<file path="config.mk">
export PLATFORM = sky130hd
export DESIGN_NAME = usb_host_pwr_seq
export DESIGN_NICKNAME = d
export VERILOG_FILES = /design/src/rtl/hps_pkg.sv /design/src/rtl/hps_state_ctl.sv /design/src/rtl/hps_hold_timer.sv /design/src/rtl/hps_wake_det.sv /design/src/rtl/usb_host_pwr_seq.sv
export SDC_FILE = /design/constraint.sdc
export NUM_CORES = 1
export LEC_CHECK = 0
export CAP_MARGIN = 10
export CORE_AREA = 3 3 58 60
export CTS_CLUSTER_DIAMETER = 100
export CTS_CLUSTER_SIZE = 20
export DETAILED_ROUTE_END_ITERATION = 16
export DIE_AREA = 0 0 61 63
export MAX_ROUTING_LAYER = met4
export PLACE_DENSITY = 0.81
export SKIP_CTS_REPAIR_TIMING = 1
export SYNTH_ARGS = -nofsm -noshare
export SYNTH_HDL_FRONTEND = slang
export SYNTH_HIERARCHICAL = 1
export SYNTH_SLANG_ARGS = --single-unit
export TNS_END_PERCENT = 50
</file>
<file path="constraint.sdc">
create_clock -name clk -period 3.05 [get_ports clk]
set_input_delay 0.61 -clock clk [delete_from_list [all_inputs] [get_ports clk]]
set_output_delay 0.61 -clock clk [all_outputs]
set_load 0.01 [all_outputs]
</file>
<file path="src/rtl/hps_pkg.sv">
package hps_pkg;

  typedef enum logic [1:0] {
    SIG_IDLE   = 2'd0,
    SIG_RESUME = 2'd1,
    SIG_RESET  = 2'd2
  } bus_sig_e;

  typedef enum logic [2:0] {
    ST_RUN   = 3'd0,
    ST_DRAIN = 3'd1,
    ST_SUSP  = 3'd2,
    ST_RSM   = 3'd3,
    ST_RST   = 3'd4
  } pwr_state_e;

  // Next power state; reset beats resume, resume beats suspend.
  function automatic pwr_state_e next_state(pwr_state_e cur, logic sus,
                                            logic rsm, logic rst, logic busy);
    if (rst) return ST_RST;
    if (rsm) return ST_RSM;
    case (cur)
      ST_RUN, ST_DRAIN: return sus ? (busy ? ST_DRAIN : ST_SUSP) : ST_RUN;
      ST_SUSP:          return ST_SUSP;
      default:          return ST_RUN;
    endcase
  endfunction

  // Interval length is edges counted inside the interval plus the entry cycle.
  function automatic logic is_short(int unsigned edges_seen, int unsigned hold);
    return (edges_seen + 1) < hold;
  endfunction

  function automatic logic is_hold(pwr_state_e s);
    return (s == ST_RSM) || (s == ST_RST);
  endfunction

endpackage

</file>
<file path="src/rtl/hps_state_ctl.sv">
module hps_state_ctl
  import hps_pkg::*;
(
  input  logic       clk,
  input  logic       rst_n,
  input  logic       ctl_suspend,
  input  logic       ctl_resume,
  input  logic       ctl_reset,
  input  logic       xfer_busy,
  output pwr_state_e state,
  output logic       hold_active,
  output logic       hold_end
);

  pwr_state_e nxt;

  always_comb nxt = next_state(state, ctl_suspend, ctl_resume, ctl_reset, xfer_busy);

  always_ff @(posedge clk or negedge rst_n) begin
    if (!rst_n) state <= ST_RUN;
    else        state <= nxt;
  end

  assign hold_active = is_hold(state);
  assign hold_end    = hold_active && (nxt != state);

  AST_SUSP_STAYS: assert property (@(posedge clk) disable iff (!rst_n)
    (state == ST_SUSP && !ctl_resume && !ctl_reset) |=> (state == ST_SUSP));

  AST_DRAIN_WAITS: assert property (@(posedge clk) disable iff (!rst_n)
    (state == ST_DRAIN && xfer_busy && ctl_suspend && !ctl_resume && !ctl_reset)
      |=> (state == ST_DRAIN));

endmodule

</file>
<file path="src/rtl/hps_hold_timer.sv">
module hps_hold_timer
  import hps_pkg::*;
#(
  parameter int unsigned HOLD_CYC = 1_200_000
) (
  input  logic clk,
  input  logic rst_n,
  input  logic hold_active,
  input  logic hold_end,
  output logic short_hold
);

  localparam int unsigned CW = $clog2(HOLD_CYC + 1);
  localparam logic [CW-1:0] CMAX = CW'(HOLD_CYC);

  logic [CW-1:0] cnt;

  always_ff @(posedge clk or negedge rst_n) begin
    if (!rst_n)                      cnt <= '0;
    else if (!hold_active || hold_end) cnt <= '0;
    else if (cnt != CMAX)            cnt <= cnt + 1'b1;
  end

  always_ff @(posedge clk or negedge rst_n) begin
    if (!rst_n)        short_hold <= 1'b0;
    else if (hold_end) short_hold <= is_short(32'(cnt), HOLD_CYC);
  end

  AST_FLAG_HELD: assert property (@(posedge clk) disable iff (!rst_n)
    !hold_end |=> $stable(short_hold));

endmodule

</file>
<file path="src/rtl/hps_wake_det.sv">
module hps_wake_det (
  input  logic clk,
  input  logic rst_n,
  input  logic suspended,
  input  logic wake_line,
  output logic wake_irq
);

  logic wake_q;
  logic wake_rise;

  assign wake_rise = wake_line && !wake_q;

  always_ff @(posedge clk or negedge rst_n) begin
    if (!rst_n) begin
      wake_q   <= 1'b0;
      wake_irq <= 1'b0;
    end else begin
      wake_q   <= wake_line;
      wake_irq <= suspended && wake_rise;
    end
  end

  AST_WAKE_PULSE: assert property (@(posedge clk) disable iff (!rst_n)
    wake_irq |=> !wake_irq);

  AST_WAKE_ONLY_SUSP: assert property (@(posedge clk) disable iff (!rst_n)
    !suspended |=> !wake_irq);

endmodule

</file>
<file path="src/rtl/usb_host_pwr_seq.sv">
module usb_host_pwr_seq
  import hps_pkg::*;
#(
  parameter int unsigned HOLD_CYC = 1_200_000
) (
  input  logic       clk,
  input  logic       rst_n,
  input  logic       ctl_suspend,
  input  logic       ctl_resume,
  input  logic       ctl_reset,
  input  logic       xfer_busy,
  input  logic       wake_line,
  output logic       sched_en,
  output logic       frame_en,
  output logic       sof_en,
  output logic [1:0] bus_sig,
  output logic       wake_irq,
  output logic       short_hold
);

  pwr_state_e state;
  logic       hold_active;
  logic       hold_end;
  logic       running;
  logic       suspended;

  hps_state_ctl u_ctl (
    .clk, .rst_n, .ctl_suspend, .ctl_resume, .ctl_reset, .xfer_busy,
    .state, .hold_active, .hold_end
  );

  hps_hold_timer #(.HOLD_CYC(HOLD_CYC)) u_tmr (
    .clk, .rst_n, .hold_active, .hold_end, .short_hold
  );

  assign suspended = (state == ST_SUSP);

  hps_wake_det u_wake (
    .clk, .rst_n, .suspended, .wake_line, .wake_irq
  );

  assign running  = (state == ST_RUN) || (state == ST_DRAIN);
  assign sched_en = running;
  assign frame_en = running;
  assign sof_en   = running;

  always_comb begin
    case (state)
      ST_RSM:  bus_sig = SIG_RESUME;
      ST_RST:  bus_sig = SIG_RESET;
      default: bus_sig = SIG_IDLE;
    endcase
  end

  AST_RESET_WINS: assert property (@(posedge clk) disable iff (!rst_n)
    ctl_reset |=> (bus_sig == SIG_RESET && !frame_en));

  AST_RESUME_OVER_SUSPEND: assert property (@(posedge clk) disable iff (!rst_n)
    (ctl_resume && !ctl_reset) |=> (bus_sig == SIG_RESUME && !sched_en));

  AST_IDLE_SUSPEND: assert property (@(posedge clk) disable iff (!rst_n)
    (frame_en && ctl_suspend && !xfer_busy && !ctl_resume && !ctl_reset)
      |=> (!frame_en && !sof_en && bus_sig == SIG_IDLE));

  AST_RESTART: assert property (@(posedge clk) disable iff (!rst_n)
    (bus_sig != SIG_IDLE && !ctl_resume && !ctl_reset) |=> (frame_en && sched_en));

endmodule

</file>
==> results of run 1 <==
## registers in the layout, summed over array words and instances (netlist names)
name / flops
u_wake/wake_q: 1
u_ctl/state: 3
u_tmr/cnt: 21
u_wake/wake_irq: 1
u_tmr/short_hold: 1
## final cells by class
class / instances / area, µm² / share of cell area
Clock buffer: 3 / 22.5 / 0.0126
Clock inverter: 1 / 5.00 / 0.00280
Inverter: 4 / 15.0 / 0.00841
Multi-Input combinational cell: 131 / 881 / 0.493
Sequential cell: 27 / 676 / 0.378
Tap cell: 33 / 41.3 / 0.0231
Timing Repair Buffer: 15 / 145 / 0.0813
## layer usage
| layer | vias to the layer above | wire [µm] | track usage |
|---|---|---|---|
| met5 | - | 0 | - |
| li1 | 621 | - | - |
| met4 | 0 | 24 | 0.0461 |
| met3 | 4 | 103 | 0.0351 |
| met2 | 27 | 1590 | 0.302 |
| met1 | 622 | 1350 | 0.231 |
## worst max-delay path by stage
| stage | start | endpoint | slack [ns] | cells past startpoint |
|---|---|---|---|---|
| 6_report | u_tmr/cnt[0]$_DFFE_PN0P_ | u_tmr/short_hold$_DFFE_PN0P_ | 0.55 | 8 |
| 4_1_cts | u_tmr/cnt[0]$_DFFE_PN0P_ | u_tmr/short_hold$_DFFE_PN0P_ | 0.58 | 8 |
| 5_1_grt | u_tmr/cnt[0]$_DFFE_PN0P_ | u_tmr/short_hold$_DFFE_PN0P_ | 0.44 | 8 |
| 3_3_place_gp | ctl_reset | u_tmr/cnt[17]$_DFFE_PN0P_ | 0.55 | 6 |
| 2_1_floorplan | u_tmr/cnt[0]$_DFFE_PN0P_ | u_tmr/short_hold$_DFFE_PN0P_ | 0.89 | 8 |
| 3_5_place_dp | ctl_reset | u_tmr/cnt[17]$_DFFE_PN0P_ | 0.50 | 6 |
## layout by cell type (no fill, tap or decap), drive strengths merged, types with 3 or more instances in the layout
cell and n:
and2 3, and3 4, o31ai 3, o21ai 4, clkbuf 3, dfrtp 27
clkdlybuf4s50 13, nor2b 3, inv 4, a21oi 5, nor2 27, nor3 5
nand4 5, nand2 12, nor4 5, xor2 10, xnor2 9, nand3 5
## power by group through the flow
stage,logic (mW),clock network (mW),registers (mW)
3_5_place_dp,0.0606,0,0.379
4_1_cts,0.0610,0.160,0.372
3_3_place_gp,0.0588,0,0.378
5_1_grt,0.0681,0.180,0.373
2_1_floorplan,0.0309,0,0.377
6_report,0.0599,0.154,0.372
## cell families after synthesis
kind of cell	Yosys count	share of synthesized area
and+or+nand+nor	90	0.338
DFF	27	0.423
AOI/OAI and AO/OA	20	0.0932
xor gates and xnor gates	19	0.104
buffers and inverters	8	0.0258
adders and majority gates	2	0.0157
## metrics by stage
stage                     power (mW)  hold WS (ns)
after global routing           0.621         0.547
after floorplan                0.408         0.314
final                          0.587         0.532
after CTS                      0.594         0.532
after detailed placement       0.440         0.511
after global placement         0.437         0.514
==> flow_summary.toml, run 1 <==
[outcome]
status = "finished, final reports clean"

[clock_tree]
numCtsBuffers = 3
cts_sinks = 27
cts.path.max_buffers = 2
clock_latency_ns = 0.32
clk_pin_slew_ns = 0.15
h-tree-depth = 1
cts_tree = "built"
root_buffer = "clkbuf_4"

[place]
place_ws_ns = 0.496
place_area_mm2 = 0.00176
gp_congestion = 0.849
port_buffers = 13
dp_hpwl_um = 2320
dp.cells = 210

[power]
seqPwrFrac = 0.635
switching_share = 0.246
combPwrFrac = 0.102
p_switching_mw = 0.144
peakVddDrop_mv = 0.220
p_clk_frac = 0.263
leakage_nw = 0.722
p_int_mw = 0.442
power_density_mw_per_mm2 = 329

[floorplan]
die_x_um = 61
pin_count = 14
start_util = 0.537
num_rows = 20
core_area_mm2 = 0.00298
die_y_um = 63
die_area_mm2 = 0.00384

[global_route]
grt_pass1_vias = 1202
antenna_found_initial = 0
overflow = 0
grt_usage = 0.185
grt_pass1_wl_um = 5320
grt_start_max_net_pins = 28

[critical_path]
cp_max_fo = 7
endpoint_kind = "register"
slowest_stage = "dfrtp_1"
cp-start-kind = "register"
cp.required_ns = 3.31
arrival_ns = 2.75
r2r_slack_ns = 0.55
reg2reg_depth = 8
worstReg2RegStart = "u_tmr/cnt[0]$_DFFE_PN0P_"
cp_slowest_stage_delay_ns = 0.47
cp_num_buf_inv = 0
critPathKind = "register to register"
reg2reg_to = "u_tmr/short_hold$_DFFE_PN0P_"
path_cells = "ha_1, nand3_1, nor4_4, o211ai_1, a22o_1, o211a_1, or3_1, a21oi_2"
critPathTopFamily = "simple AND/OR/NAND/NOR gates"

[timing]
fin_ws_ns = 0.554
final.min_clock_period_ns = 2.50
finalHoldViolCount = 0
fmax_mhz = 401
slew_viol_final = 0
worst_slew_pin_slew_ns = 0.523
finalSetupViolCount = 0
setup_tns_ns = 0
fin_crit_sh = 0.818
fin_skew_ns = 0.0100
maxSlewHeadroom = 0.648
rsz0062_at_grt = "false"

[cells_and_area]
n_fill_cell = 247
finish.utilization = 0.600
area_delta_synth_final_pct = 11.7
drive_gt1_frac = 0.105
fin_nets = 191
stdcell_count = 214
stdcell_area_mm2 = 0.00179
antenna_cells = 0

[routing]
drtPass1Iterations = 4
wl_per_cell_um = 14.3
routed_via_density = 5.95
drc_errors = 0
wirelength_um = 3070
drt_iter0_markers = 43
ant_nets = 0
vias = 1274

[min_path]
hp-class = "register to register"
min_to = "u_wake/wake_irq$_DFF_PN0_"
hold_depth = 1
min_from = "u_wake/wake_q$_DFF_PN0_"

[synth]
yosys.area.top_type = "dfrtp_1"
synth.most_common_cell = "dfrtp_1"
avgSynthCellArea_um2 = 9.63
yosys-top-cells-area = "dfrtp_1 42%, nor2_1 6.1%, xor2_1 5.5%"
yosys-top-cells-count = "27 x dfrtp_1, 26 x nor2_1, 12 x nand2_1, 10 x xor2_1, 9 x xnor2_1"
async_reset_ff_frac = 1.00
ys_ff_latch = 27
yosys.cell_types.count = 50
ys_warn_count = 6
synth_edf_count = 0
synth-seq-area-share = 0.423
netlist_area_mm2 = 0.00160
synth_top_area_frac = 0.423
synth-main-ff-cell = "dfrtp_1"
synth_fp_nets = 175
synthCells = 166

[flow_run]
cap_violations = 0
No activity file was read; power rests on OpenSTA's default activity.
==> run 2, diff against run 1 <==
CORE_AREA = 3 3 60 62   (was 3 3 58 60)
DIE_AREA = 0 0 63 65   (was 0 0 61 63)
PLACE_DENSITY = 0.79   (was 0.81)
clock period = 2.15 ns   (was 3.05 ns; I/O delays follow)
==> run 2 against run 1 <==
Net effect:
- clock power rose by 47%
- the flow now finishes with violations (negative setup slack)
- via count rose by 8.7%
- final cell count is 16% higher
- largest cell class unchanged
- sequential power is 41% higher
- non-clock buffer count rose by 23
- critical path depth increased by 1
- global-route usage grew 0.44 points
- clock-buffer cell count did not move
- highest routed layer unchanged
- core utilization up 4.7 points
- critical endpoint unchanged
- sequential share of layout area shrank 3.8 points
==> flow_summary.toml, run 2 (synthesized netlist as in run 1, its figures left out) <==
[outcome]
status = "finished, violations left"
violations = "negative setup slack"

[place]
gp_congestion = 0.878
place_area_mm2 = 0.00190
dp_hpwl_um = 2690
port_buffers = 13

[cells_and_area]
drive_gt1_frac = 0.235
layout_commonest_cell = "nor2_1"
area_delta_synth_final_pct = 24.5
antenna_cells = 0
n_fill_cell = 249
final_cell_mix = "26 x nor2_1, 25 x buf_4, 25 x dfrtp_1"
fin_nets = 214
stdcell_area_mm2 = 0.00199
top_register = "u_tmr/cnt"
finish.utilization = 0.646
reg.largest.list = "u_tmr/cnt: 21 flops, u_ctl/state: 3 flops"
largest_reg_flops = 21

[global_route]
antenna_found_initial = 0
grt_usage = 0.189
grt_start_max_net_pins = 28
grt_pass1_wl_um = 5980
overflow = 0
grt_pass1_vias = 1343

[floorplan]
num_rows = 20
die_area_mm2 = 0.00410
pin_count = 14
core_area_mm2 = 0.00308
start_util = 0.519
die_x_um = 63
die_y_um = 65

[power]
p_switching_mw = 0.218
switching_share = 0.253
leakage_nw = 0.832
power_density_mw_per_mm2 = 432
p_int_mw = 0.641
peakVddDrop_mv = 0.213
seqPwrFrac = 0.612
combPwrFrac = 0.124
p_clk_frac = 0.264

[routing]
routed_via_density = 5.58
ant_nets = 0
drc_errors = 0
wl_per_cell_um = 14.3
wirelength_um = 3540
drtPass1Iterations = 4
vias = 1385
drt_iter0_markers = 59

[timing]
rsz0062_at_grt = "true"
worst_slew_pin_slew_ns = 0.376
fin_skew_ns = 0.00621
maxSlewHeadroom = 0.747
fin_ws_ns = -0.0452
slew_viol_final = 0
final.min_clock_period_ns = 2.20
finalSetupViolCount = 1
fmax_mhz = 456
finalHoldViolCount = 0
fin_crit_sh = 1.02

[clock_tree]
clk_pin_slew_ns = 0.15
clock_latency_ns = 0.34
cts.path.max_buffers = 2
numCtsBuffers = 3
cts_tree = "built"
h-tree-depth = 1
cts_sinks = 27
root_buffer = "clkbuf_4"

[critical_path]
critPathKind = "register to register"
endpoint_kind = "register"
crit_path_start = "u_tmr/cnt[0]$_DFFE_PN0P_"
worstReg2RegStart = "u_tmr/cnt[0]$_DFFE_PN0P_"
endpoint = "u_tmr/short_hold$_DFFE_PN0P_"
r2r_slack_ns = -0.05
cp-start-kind = "register"
arrival_ns = 2.48
reg2reg_depth = 9
reg2reg_to = "u_tmr/short_hold$_DFFE_PN0P_"
cp.required_ns = 2.43
cp_max_fo = 5

[flow_run]
cap_violations = 0

[min_path]
hp-class = "primary input to async pin"
==> run 2: cell type report <==
| type | count | area [µm²] | share of cell area |
|---|---|---|---|
| well taps | 44 | 55.1 | 0.0277 |
| multi-input cells | 131 | 896 | 0.450 |
| repair buffers | 38 | 318 | 0.160 |
| clock buffers | 3 | 22.5 | 0.0113 |
| clock inverters | 1 | 5.00 | 0.00252 |
| inverters | 4 | 15.0 | 0.00755 |
| flip-flops and latches | 27 | 678 | 0.341 |
==> run 2: power groups by stage <==
stage	Sequential (mW)	Clock, mW	Combinational (mW)
floorplan	0.534	0	0.0438
CTS	0.527	0.234	0.0996
detailed placement	0.537	0	0.0996
global route	0.528	0.256	0.117
finish	0.526	0.227	0.106
global placement	0.536	0	0.0963
==> run 2: per-layer routing <==
metal  share of wire  up-vias  GRT usage
met3           0.043        9     0.0243
met5               0        -          -
li1                -      666          -
met1            0.44      661      0.222
met2            0.50       49      0.324
met4           0.023        0     0.0854
==> run 2: how the worst min path moves through the flow <==
stage                            startpoint                        end  slack [ns]  cells past startpoint
floorplan                             rst_n   u_ctl/state[0]$_DFF_PN0_        0.13                      0
global placement    u_wake/wake_q$_DFF_PN0_  u_wake/wake_irq$_DFF_PN0_        0.51                      1
detailed placement  u_wake/wake_q$_DFF_PN0_  u_wake/wake_irq$_DFF_PN0_        0.53                      1
CTS                                   rst_n   u_tmr/cnt[8]$_DFFE_PN0P_        0.45                      2
global route                          rst_n  u_tmr/cnt[13]$_DFFE_PN0P_        0.46                      2
finish                                rst_n   u_tmr/cnt[8]$_DFFE_PN0P_        0.43                      2
==> run 2: through the flow <==
stage | hold slack [ns] | setup TNS (ns) | setup WS [ns] | power (mW) | cells
after global routing | 0.464 | -0.157 | -0.148 | 0.901 | 248
after CTS | 0.445 | -0.0145 | -0.0145 | 0.861 | 242
after detailed placement | 0.530 | 0 | 0.0420 | 0.636 | 238
after global placement | 0.514 | 0 | 0.0954 | 0.632 | 238
after floorplan | 0.134 | 0 | 0.0630 | 0.578 | 166
final | 0.435 | -0.0452 | -0.0452 | 0.859 | 248
==> run 2: critical path, cell delays in order (launching register included) <==
cell	delay (ns)
dfrtp_1	0.41
ha_2	0.21
nand3_2	0.13
nor4_4	0.36
buf_4	0.19
nor4_1	0.05
o21ai_0	0.16
o221ai_1	0.16
or3_1	0.35
a21oi_2	0.12
==> run 3, diff against run 2 <==
CELL_PAD_IN_SITES_DETAIL_PLACEMENT = 0   (was default)
CELL_PAD_IN_SITES_GLOBAL_PLACEMENT = 1   (was default)
CORE_AREA = 3 3 68 70   (was 3 3 60 62)
DIE_AREA = 0 0 71 73   (was 0 0 63 65)
PLACE_DENSITY = 0.78   (was 0.79)
==> run 3 against run 2 <==
Net effect:
- the run still ends with negative setup slack left
- critical path depth fell by 1
- clock skew fell by 0.0054 ns
- combinational power barely moved
- global-route usage fell by 4.8 points
- total power rose by 7.7%
- sequential power barely moved
- clock power rose by 28%
- maximum frequency fell by 2.5%
- first-iteration DRC count fell by 31%
- design area rose by 1.1%
- flip-flop and latch count did not move
- sequential share of layout area fell by 0.49 points
- largest cell class unchanged
==> flow_summary.toml, run 3 (synthesized netlist as in run 1, its figures left out) <==
[outcome]
status = "finished, violations left"
violations = "negative setup slack"

[cells_and_area]
area_delta_synth_final_pct = 25.8
n_fill_cell = 373
fin_nets = 215
drive_gt1_frac = 0.215
stdcell_count = 255
final_cell_mix = "27 x dfrtp_1, 26 x nor2_1, 26 x buf_4"
antenna_cells = 0
largest_reg_flops = 21
reg.largest.list = "u_tmr/cnt: 21 flops, u_ctl/state: 3 flops"
top_register = "u_tmr/cnt"
layout_commonest_cell = "dfrtp_1"

[global_route]
antenna_found_initial = 0
overflow = 0
grt_start_max_net_pins = 28
grt_pass1_vias = 1292
grt_pass1_wl_um = 5780
grt_usage = 0.141

[routing]
wirelength_um = 3490
routed_via_density = 5.25
drt_iter0_markers = 41
wl_per_cell_um = 13.7
drc_errors = 0
vias = 1339
ant_nets = 0
drtPass1Iterations = 4

[floorplan]
pin_count = 14
die_area_mm2 = 0.00518
start_util = 0.397
die_x_um = 71
core_area_mm2 = 0.00403
num_rows = 23
die_y_um = 73

[clock_tree]
cts_tree = "built"
cts.path.max_buffers = 2
root_buffer = "clkbuf_8"
clk_pin_slew_ns = 0.09
cts_sinks = 27
numCtsBuffers = 3
h-tree-depth = 1
clock_latency_ns = 0.27

[timing]
fin_crit_sh = 1.05
fmax_mhz = 444
finalSetupViolCount = 1
worst_slew_pin_slew_ns = 0.366
fin_ws_ns = -0.102
fin_skew_ns = 0.000774
finalHoldViolCount = 0
slew_viol_final = 0
final.min_clock_period_ns = 2.25
holdWs_ns = 0.527
rsz0062_at_grt = "true"
maxSlewHeadroom = 0.754

[critical_path]
cp_max_fo = 4
critPathKind = "register to register"
reg2reg_to = "u_tmr/short_hold$_DFFE_PN0P_"
endpoint_kind = "register"
cp-start-kind = "register"
r2r_slack_ns = -0.10
worstReg2RegStart = "u_tmr/cnt[1]$_DFFE_PN0P_"
crit_path_start = "u_tmr/cnt[1]$_DFFE_PN0P_"
arrival_ns = 2.46
reg2reg_depth = 8
cp.required_ns = 2.36

[power]
switching_share = 0.238
combPwrFrac = 0.117
leakage_nw = 0.847
p_int_mw = 0.705
seqPwrFrac = 0.568
peakVddDrop_mv = 0.232
p_switching_mw = 0.220
p_clk_frac = 0.315
finalPower_mw = 0.925
power_density_mw_per_mm2 = 460

[flow_run]
cap_violations = 0

[place]
gp_congestion = 0.813
dp_hpwl_um = 2440
port_buffers = 13
dp.cells = 245

[min_path]
hp-class = "primary input to async pin"
run 3: cell count changes in the layout (fill, tap and decap cells not counted), moves of 2 or more:
cell | previous run | this run
dfrtp_1 | 25 | 27
clkbuf_8 | 0 | 3
clkbuf_4 | 3 | 0
dfrtp_2 | 2 | 0
run 3: through the flow:
stage,setup TNS (ns),area (µm²),utilization,worst slack [ns]
after floorplan,0,1600,-,0.0630
after global placement,0,1910,0.475,0.0825
after detailed placement,0,1910,0.475,0.0157
after CTS,-0.0191,1960,0.486,-0.0191
after global routing,-0.220,2010,0.499,-0.220
final,-0.102,2010,0.499,-0.102
run 3: worst max path at each step:
stage / slack [ns] / cells past startpoint / to
detailed placement: 0.02 / 7 / u_tmr/short_hold$_DFFE_PN0P_
global route: -0.22 / 8 / u_tmr/short_hold$_DFFE_PN0P_
global placement: 0.08 / 7 / u_tmr/short_hold$_DFFE_PN0P_
floorplan: 0.06 / 8 / u_tmr/short_hold$_DFFE_PN0P_
finish: -0.10 / 8 / u_tmr/short_hold$_DFFE_PN0P_
CTS: -0.02 / 7 / u_tmr/short_hold$_DFFE_PN0P_
run 3: layer usage:
| metal | routed length (µm) | track usage |
|---|---|---|
| met4 | 33 | 0.0376 |
| met5 | 0 | - |
| met1 | 1540 | 0.179 |
| met3 | 143 | 0.0165 |
| met2 | 1780 | 0.239 |
run 3: cell type report:
type                    count  area, µm²  area share
clock buffers               4       45.0      0.0224
inverters                   4       15.0     0.00747
multi-input cells         131        887       0.441
flip-flops and latches     27        676       0.336
well taps                  50       62.6      0.0311
repair buffers             39        325       0.162
run 3: power by group through the flow:
stage / clock network, mW / registers, mW / logic (mW)
final: 0.291 / 0.526 / 0.108
after global routing: 0.325 / 0.527 / 0.119
after CTS: 0.302 / 0.527 / 0.100
after detailed placement: 0 / 0.537 / 0.0997
after global placement: 0 / 0.536 / 0.0978
after floorplan: 0 / 0.534 / 0.0438
run 3: worst max-delay path, cell delays in order (launching register included):
cell     delay [ns]
dfrtp_1        0.40
ha_1           0.22
nand3_2        0.13
nor4_4         0.37
buf_4          0.19
and4_2         0.27
a31oi_1        0.09
or3_1          0.38
a21oi_2        0.13
